==> src/rtl/sector_pkg.sv <==
package sector_pkg;

   localparam int NUM_SECT  = 6;
   localparam int NUM_ACT   = 6;
   localparam int IDX_W     = 3;
   localparam int SECT_W    = 3;

   typedef logic [3:0] leg_code_t;

   // Three-leg hexagon state k (x,y,z, 1 = positive rail): even k has one
   // leg high, odd k is the union of its two even neighbours.
   function automatic logic [2:0] ring_abc(input int unsigned k);
      int unsigned m;
      logic [2:0]  lo;
      logic [2:0]  hi;
      m  = k % NUM_SECT;
      lo = 3'b100 >> (m / 2);
      hi = 3'b100 >> (((m + 1) % NUM_SECT) / 2);
      return (m % 2 == 0) ? lo : (lo | hi);
   endfunction

   // Common-mode code in quarter-DC-link units: legs high minus two.
   function automatic logic signed [2:0] cmv_of(input leg_code_t c);
      int n_hi;
      n_hi = $countones(c);
      return 3'(n_hi - 2);
   endfunction

endpackage

==> src/rtl/sector_detect.sv <==
module sector_detect #(
   parameter int COORD_W = 16,
   parameter int FRAC_W  = 13
) (
   input  logic signed [COORD_W-1:0] alpha,
   input  logic signed [COORD_W-1:0] beta,
   output logic [sector_pkg::SECT_W-1:0] sect
);

   localparam int ROOT3_Q = $rtoi(1.7320508075688772 * (2.0 ** FRAC_W) + 0.5);
   localparam int PROD_W  = COORD_W + FRAC_W + 3;

   generate
      if (FRAC_W < 4 || FRAC_W > 20) begin : g_bad_frac
         $error("sector_detect: FRAC_W out of range");
      end
   endgenerate

   logic signed [PROD_W-1:0] a_ext, b_ext, a_sc, a_neg, t_sc, root3_c;

   assign root3_c = PROD_W'(ROOT3_Q);
   assign a_ext   = {{(PROD_W-COORD_W){alpha[COORD_W-1]}}, alpha};
   assign b_ext   = {{(PROD_W-COORD_W){beta[COORD_W-1]}}, beta};
   assign a_sc    = a_ext <<< FRAC_W;
   assign a_neg   = -a_sc;
   assign t_sc    = b_ext * root3_c;

   logic in_first, b_pos, b_zero, a_neg_s, a_zero;
   assign in_first = (t_sc <= a_sc) && (t_sc >= a_neg);
   assign b_pos    = !beta[COORD_W-1] && (beta != '0);
   assign b_zero   = (beta == '0);
   assign a_neg_s  = alpha[COORD_W-1];
   assign a_zero   = (alpha == '0);

   always_comb begin
      if (in_first)        sect = 3'd0;
      else if (b_pos)      sect = !a_neg_s ? 3'd1 : ((t_sc >= a_neg) ? 3'd2 : 3'd3);
      else if (b_zero)     sect = 3'd3;
      else if (a_neg_s)    sect = (t_sc >= a_sc) ? 3'd3 : 3'd4;
      else if (a_zero)     sect = 3'd4;
      else                 sect = 3'd5;
   end

endmodule

==> src/rtl/cand_map.sv <==
module cand_map
   import sector_pkg::*;
(
   input  logic [SECT_W-1:0] sect,
   input  logic [IDX_W-1:0]  idx,
   input  logic              zero_hi,
   output leg_code_t         code
);

   localparam int RING_N = 1 << SECT_W;

   logic [2:0] ring [RING_N];

   for (genvar g = 0; g < RING_N; g++) begin : g_ring
      if (g < NUM_SECT) begin : g_used
         assign ring[g] = ring_abc(g);
      end else begin : g_spare
         assign ring[g] = 3'b000;
      end
   end

   logic [SECT_W-1:0] pos;

   always_comb begin
      case (idx[2:1])
         2'd0:    pos = sect;
         2'd1:    pos = (sect == 3'd0) ? 3'(NUM_SECT - 1) : sect - 3'd1;
         default: pos = (sect == 3'(NUM_SECT - 1)) ? 3'd0 : sect + 3'd1;
      endcase
   end

   assign code = (idx == 3'(NUM_ACT)) ? {4{zero_hi}} : {ring[pos], ~idx[0]};

endmodule

==> src/rtl/cand_seq.sv <==
module cand_seq
   import sector_pkg::*;
(
   input  logic              clk,
   input  logic              rst_n,
   input  logic              go,
   input  logic              with_zero,
   input  logic              zero_hi,
   input  logic [SECT_W-1:0] sect_in,
   output logic              busy,
   output logic              last,
   output logic [IDX_W-1:0]  idx,
   output logic [SECT_W-1:0] sect_q,
   output logic              zero_hi_q
);

   localparam logic [IDX_W-1:0] END_ACT  = IDX_W'(NUM_ACT - 1);
   localparam logic [IDX_W-1:0] END_ZERO = IDX_W'(NUM_ACT);

   logic zmode_q, accept;

   assign last   = busy && (idx == (zmode_q ? END_ZERO : END_ACT));
   assign accept = go && (!busy || last);

   always_ff @(posedge clk or negedge rst_n) begin
      if (!rst_n) begin
         busy      <= 1'b0;
         idx       <= '0;
         sect_q    <= '0;
         zmode_q   <= 1'b0;
         zero_hi_q <= 1'b0;
      end else if (accept) begin
         busy      <= 1'b1;
         idx       <= '0;
         sect_q    <= sect_in;
         zmode_q   <= with_zero;
         zero_hi_q <= zero_hi;
      end else if (last) begin
         busy      <= 1'b0;
         idx       <= '0;
      end else if (busy) begin
         idx       <= idx + 1'b1;
      end
   end

endmodule

==> src/rtl/sector_cand_sel.sv <==
module sector_cand_sel
   import sector_pkg::*;
#(
   parameter int COORD_W = 16,
   parameter int FRAC_W  = 13
) (
   input  logic                      clk,
   input  logic                      rst_n,
   input  logic                      go,
   input  logic signed [COORD_W-1:0] v_alpha,
   input  logic signed [COORD_W-1:0] v_beta,
   input  logic                      with_zero,
   input  logic                      zero_hi,
   output logic [3:0]                cand_code,
   output logic signed [2:0]         cand_cmv,
   output logic                      cand_valid,
   output logic                      cand_last,
   output logic [2:0]                sector
);

   generate
      if (COORD_W < 4 || COORD_W > 32) begin : g_bad_coord
         $error("sector_cand_sel: COORD_W out of range");
      end
   endgenerate

   logic [SECT_W-1:0] sect_now, sect_q;
   logic [IDX_W-1:0]  idx;
   logic              busy, last, zhi_q;
   leg_code_t         code;

   sector_detect #(.COORD_W(COORD_W), .FRAC_W(FRAC_W)) u_det (
      .alpha (v_alpha),
      .beta  (v_beta),
      .sect  (sect_now)
   );

   cand_seq u_seq (
      .clk       (clk),
      .rst_n     (rst_n),
      .go        (go),
      .with_zero (with_zero),
      .zero_hi   (zero_hi),
      .sect_in   (sect_now),
      .busy      (busy),
      .last      (last),
      .idx       (idx),
      .sect_q    (sect_q),
      .zero_hi_q (zhi_q)
   );

   cand_map u_map (
      .sect    (sect_q),
      .idx     (idx),
      .zero_hi (zhi_q),
      .code    (code)
   );

   assign cand_code  = busy ? code : 4'h0;
   assign cand_cmv   = cmv_of(cand_code);
   assign cand_valid = busy;
   assign cand_last  = last;
   assign sector     = sect_q;

endmodule

==> config.mk <==
export PLATFORM = sky130hd
export DESIGN_NAME = sector_cand_sel
export DESIGN_NICKNAME = d
export VERILOG_FILES = /design/src/rtl/sector_pkg.sv /design/src/rtl/sector_detect.sv /design/src/rtl/cand_map.sv /design/src/rtl/cand_seq.sv /design/src/rtl/sector_cand_sel.sv
export SDC_FILE = /design/constraint.sdc
export NUM_CORES = 1
export LEC_CHECK = 0
export BUFFER_PORTS_ARGS = -buffer_cell sky130_fd_sc_hd__buf_2
export CORE_ASPECT_RATIO = 2
export CORE_MARGIN = 2
export CORE_UTILIZATION = 55
export DETAILED_ROUTE_END_ITERATION = 10
export PLACE_DENSITY = 0.7
export SYNTH_ARGS = -nofsm -noshare
export SYNTH_HDL_FRONTEND = slang
export SYNTH_HIERARCHICAL = 1
export SYNTH_SLANG_ARGS = --single-unit
==> constraint.sdc <==
create_clock -name clk -period 3.7 [get_ports clk]
set_clock_uncertainty 0.15 [all_clocks]
set_input_delay 0.74 -clock clk [delete_from_list [all_inputs] [get_ports clk]]
set_output_delay 0.74 -clock clk [all_outputs]
set_load 0.005 [all_outputs]
==> impl_metrics.tcl <==
set metrics [dict create \
    vias 6838 \
    synth_top_cell_area_share 0.309 \
    slowest_stage "fa_1" \
    drc_errors 0 \
    synth_edf_count 0 \
    ys_top_cells_by_count "inv_1, ha_1, fa_1, xnor2_1, a21oi_1" \
    critical_path_class "in2reg" \
    grt_max_degree 19 \
    path_max_fanout 5 \
    syn_area_um2 7580 \
    antenna_cells 0 \
    cts_hold_buf 0 \
    insertion_delay_ps 230 \
    grt_pass1_vias 7796 \
    grt_pass1_wl_um 35600 \
    drive_gt1_frac 0.326 \
    fp.dieArea_um2 14800 \
    status "finished with violations" \
    synth_nets 1145 \
    timing.critical_path.mode_cell "fa_1" \
    maxCapViolations 0 \
    finalWorstPathRequiredPeriod_ps 7480 \
    finalSetupViolations 4 \
    fill_cells 915 \
    timing.fmax_ghz 0.134 \
    start_util 0.564 \
    synth_ff_type "dfrtp_1" \
    hold_viol_final 0 \
    worstSetupStartpointType "input pin" \
    gr-usage-all-layers 0.305 \
    die_height_um 170 \
    syn_inst 834 \
    use_met2 0.634 \
    antenna_left 0 \
    crit_required_ps 3660 \
    io_pins 49 \
    violations "setup timing" \
    grt-busiest-layer "met2" \
    globalplace.congestion 0.903 \
    syn_to_final_growth_pct 35.2 \
    synth.area.top_cells "fa_1, ha_1, inv_1" \
    gr-total-overflow 0 \
    grtUsageMet1 0.290 \
    post_drt_wl_per_cell_um 18.3 \
    async_flop_share 1.00 \
    slew_headroom 0.647 \
    yosysMostFrequentCell "inv_1" \
    vias_per_cell 5.62 \
    use_met3 0.0131 \
    cts_buffer_depth 2 \
    final_util 0.763 \
    slew_viol_final 0 \
    crit_arrival_ps 7450 \
    synth-seq-cells 9 \
    postSynthAreaPerCell_um2 9.09 \
    grt_antenna_before_repair 0 \
    portBuffers 48 \
    fin_ws_ps -3780 \
    cts_buffers 3 \
    wl_um 22200 \
    worstSetupEndpointType "flip-flop" \
    final_nets 1373 \
    drtPass1Iterations 4 \
    rsz0062_at_grt "true" \
    tightest_slew_ps 516 \
    hold_ws_ps 203 \
    cpPeakStageDelay_ps 580 \
    clk_pin_slew_ps 40 \
    rows 60 \
    yosysTopAreaCell "fa_1" \
    yosysWarningCount 6 \
    htree_levels 1 \
    cts_tree "yes" \
    initialDrtViolationCount 251 \
    hold_class "in2async" \
    fin_crit_sh 2.02 \
    hpwl_um 18400 \
    yosysSeqAreaShare 0.0297 \
    cts.sinks 9 \
    die_x_um 87.0 \
    ys_types 66 \
    cts_root_buffer "clkbuf_16" \
    core_area_um2 13400 \
    place_ws_ps -4180 \
]
[worst max-delay path, delay by kind of cell]
| kind | cells | cell delay, ps |
|---|---|---|
| buf+inv | 7 | 590 |
| fa+ha+maj | 8 | 3460 |
| xor+xnor | 1 | 210 |
| mux | 1 | 250 |
| simple gates | 2 | 280 |
| compound gates | 10 | 1920 |
[layout by cell type, fill, tap and decap left out, drive strengths merged, types with 9 or more instances in the layout]
cell type and instances:
buf 228, inv 214, ha 157, fa 117, xnor2 34, a21oi 31
nand2 27, nor2 27, nand3 23, a21o 21, o21ai 21, xor2 12
a31oi 11, nor3 10, dfrtp 9
[layout make-up]
type | instances | area [um2] | area share
Multi-Input combinational cell | 606 | 7240 | 0.706
Clock buffer | 4 | 78.8 | 0.00769
Sequential cell | 9 | 226 | 0.0221
Inverter | 214 | 821 | 0.0801
Tap cell | 155 | 194 | 0.0189
Timing Repair Buffer | 228 | 1690 | 0.165
[state kept, by name (all words and copies together) (netlist names)]
register	flops
u_seq/busy	1
u_seq/zmode_q	1
u_seq/zero_hi_q	1
u_seq/sect_q	3
u_seq/idx	3
[per-stage QoR]
step	setup TNS, ps	cell area (um2)	cells
after floorplan	-10290	7840	834
after CTS	-11330	9940	1208
after detailed placement	-12460	9480	1196
after global routing	-12270	10200	1216
final	-11220	10200	1216
after global placement	-12150	9480	1196
[repair_timing]
action / CTS / global route
buffers inserted: 8 / 9
endpoints found under the setup margin: 4 / 5
pin swaps: 70 / 53
resized for setup: 67 / 44
[metal layers]
layer / wire, um / share of wire
met1: 7220 / 0.33
met2: 13300 / 0.60
met3: 377 / 0.017
met4: 1340 / 0.060
met5: 0 / 0
[cell families (layout without fill, tap and decap cells)]
logic type | after synthesis | in the layout | synth area share
fa+ha+maj | 274 | 274 | 0.568
buf+inv | 219 | 446 | 0.109
simple gates | 142 | 142 | 0.100
compound gates | 134 | 134 | 0.126
xor+xnor | 46 | 46 | 0.0531
mux | 10 | 10 | 0.0142
flops | 9 | 9 | 0.0297
[path summary, 6_finish.rpt]
kind	end	cells past startpoint	slack, ps	from
hold reg to reg	u_seq/zmode_q$_DFFE_PN0P_	1	400	u_seq/zmode_q$_DFFE_PN0P_
setup / recovery	u_seq/sect_q[1]$_DFFE_PN0P_	29	-3780	v_beta[9]
hold / removal	u_seq/busy$_DFFE_PN0P_	1	200	rst_n
setup reg to reg	u_seq/zero_hi_q$_DFFE_PN0P_	3	1860	u_seq/idx[1]$_DFFE_PN0P_
min in group clk	u_seq/zmode_q$_DFFE_PN0P_	1	400	u_seq/zmode_q$_DFFE_PN0P_
max in group asynchronous	u_seq/idx[2]$_DFFE_PN0P_	1	3000	rst_n
Power is left out: the tool's default activity adds up to more than one toggle a clock period on the data nets, which glitch-free logic cannot reach.
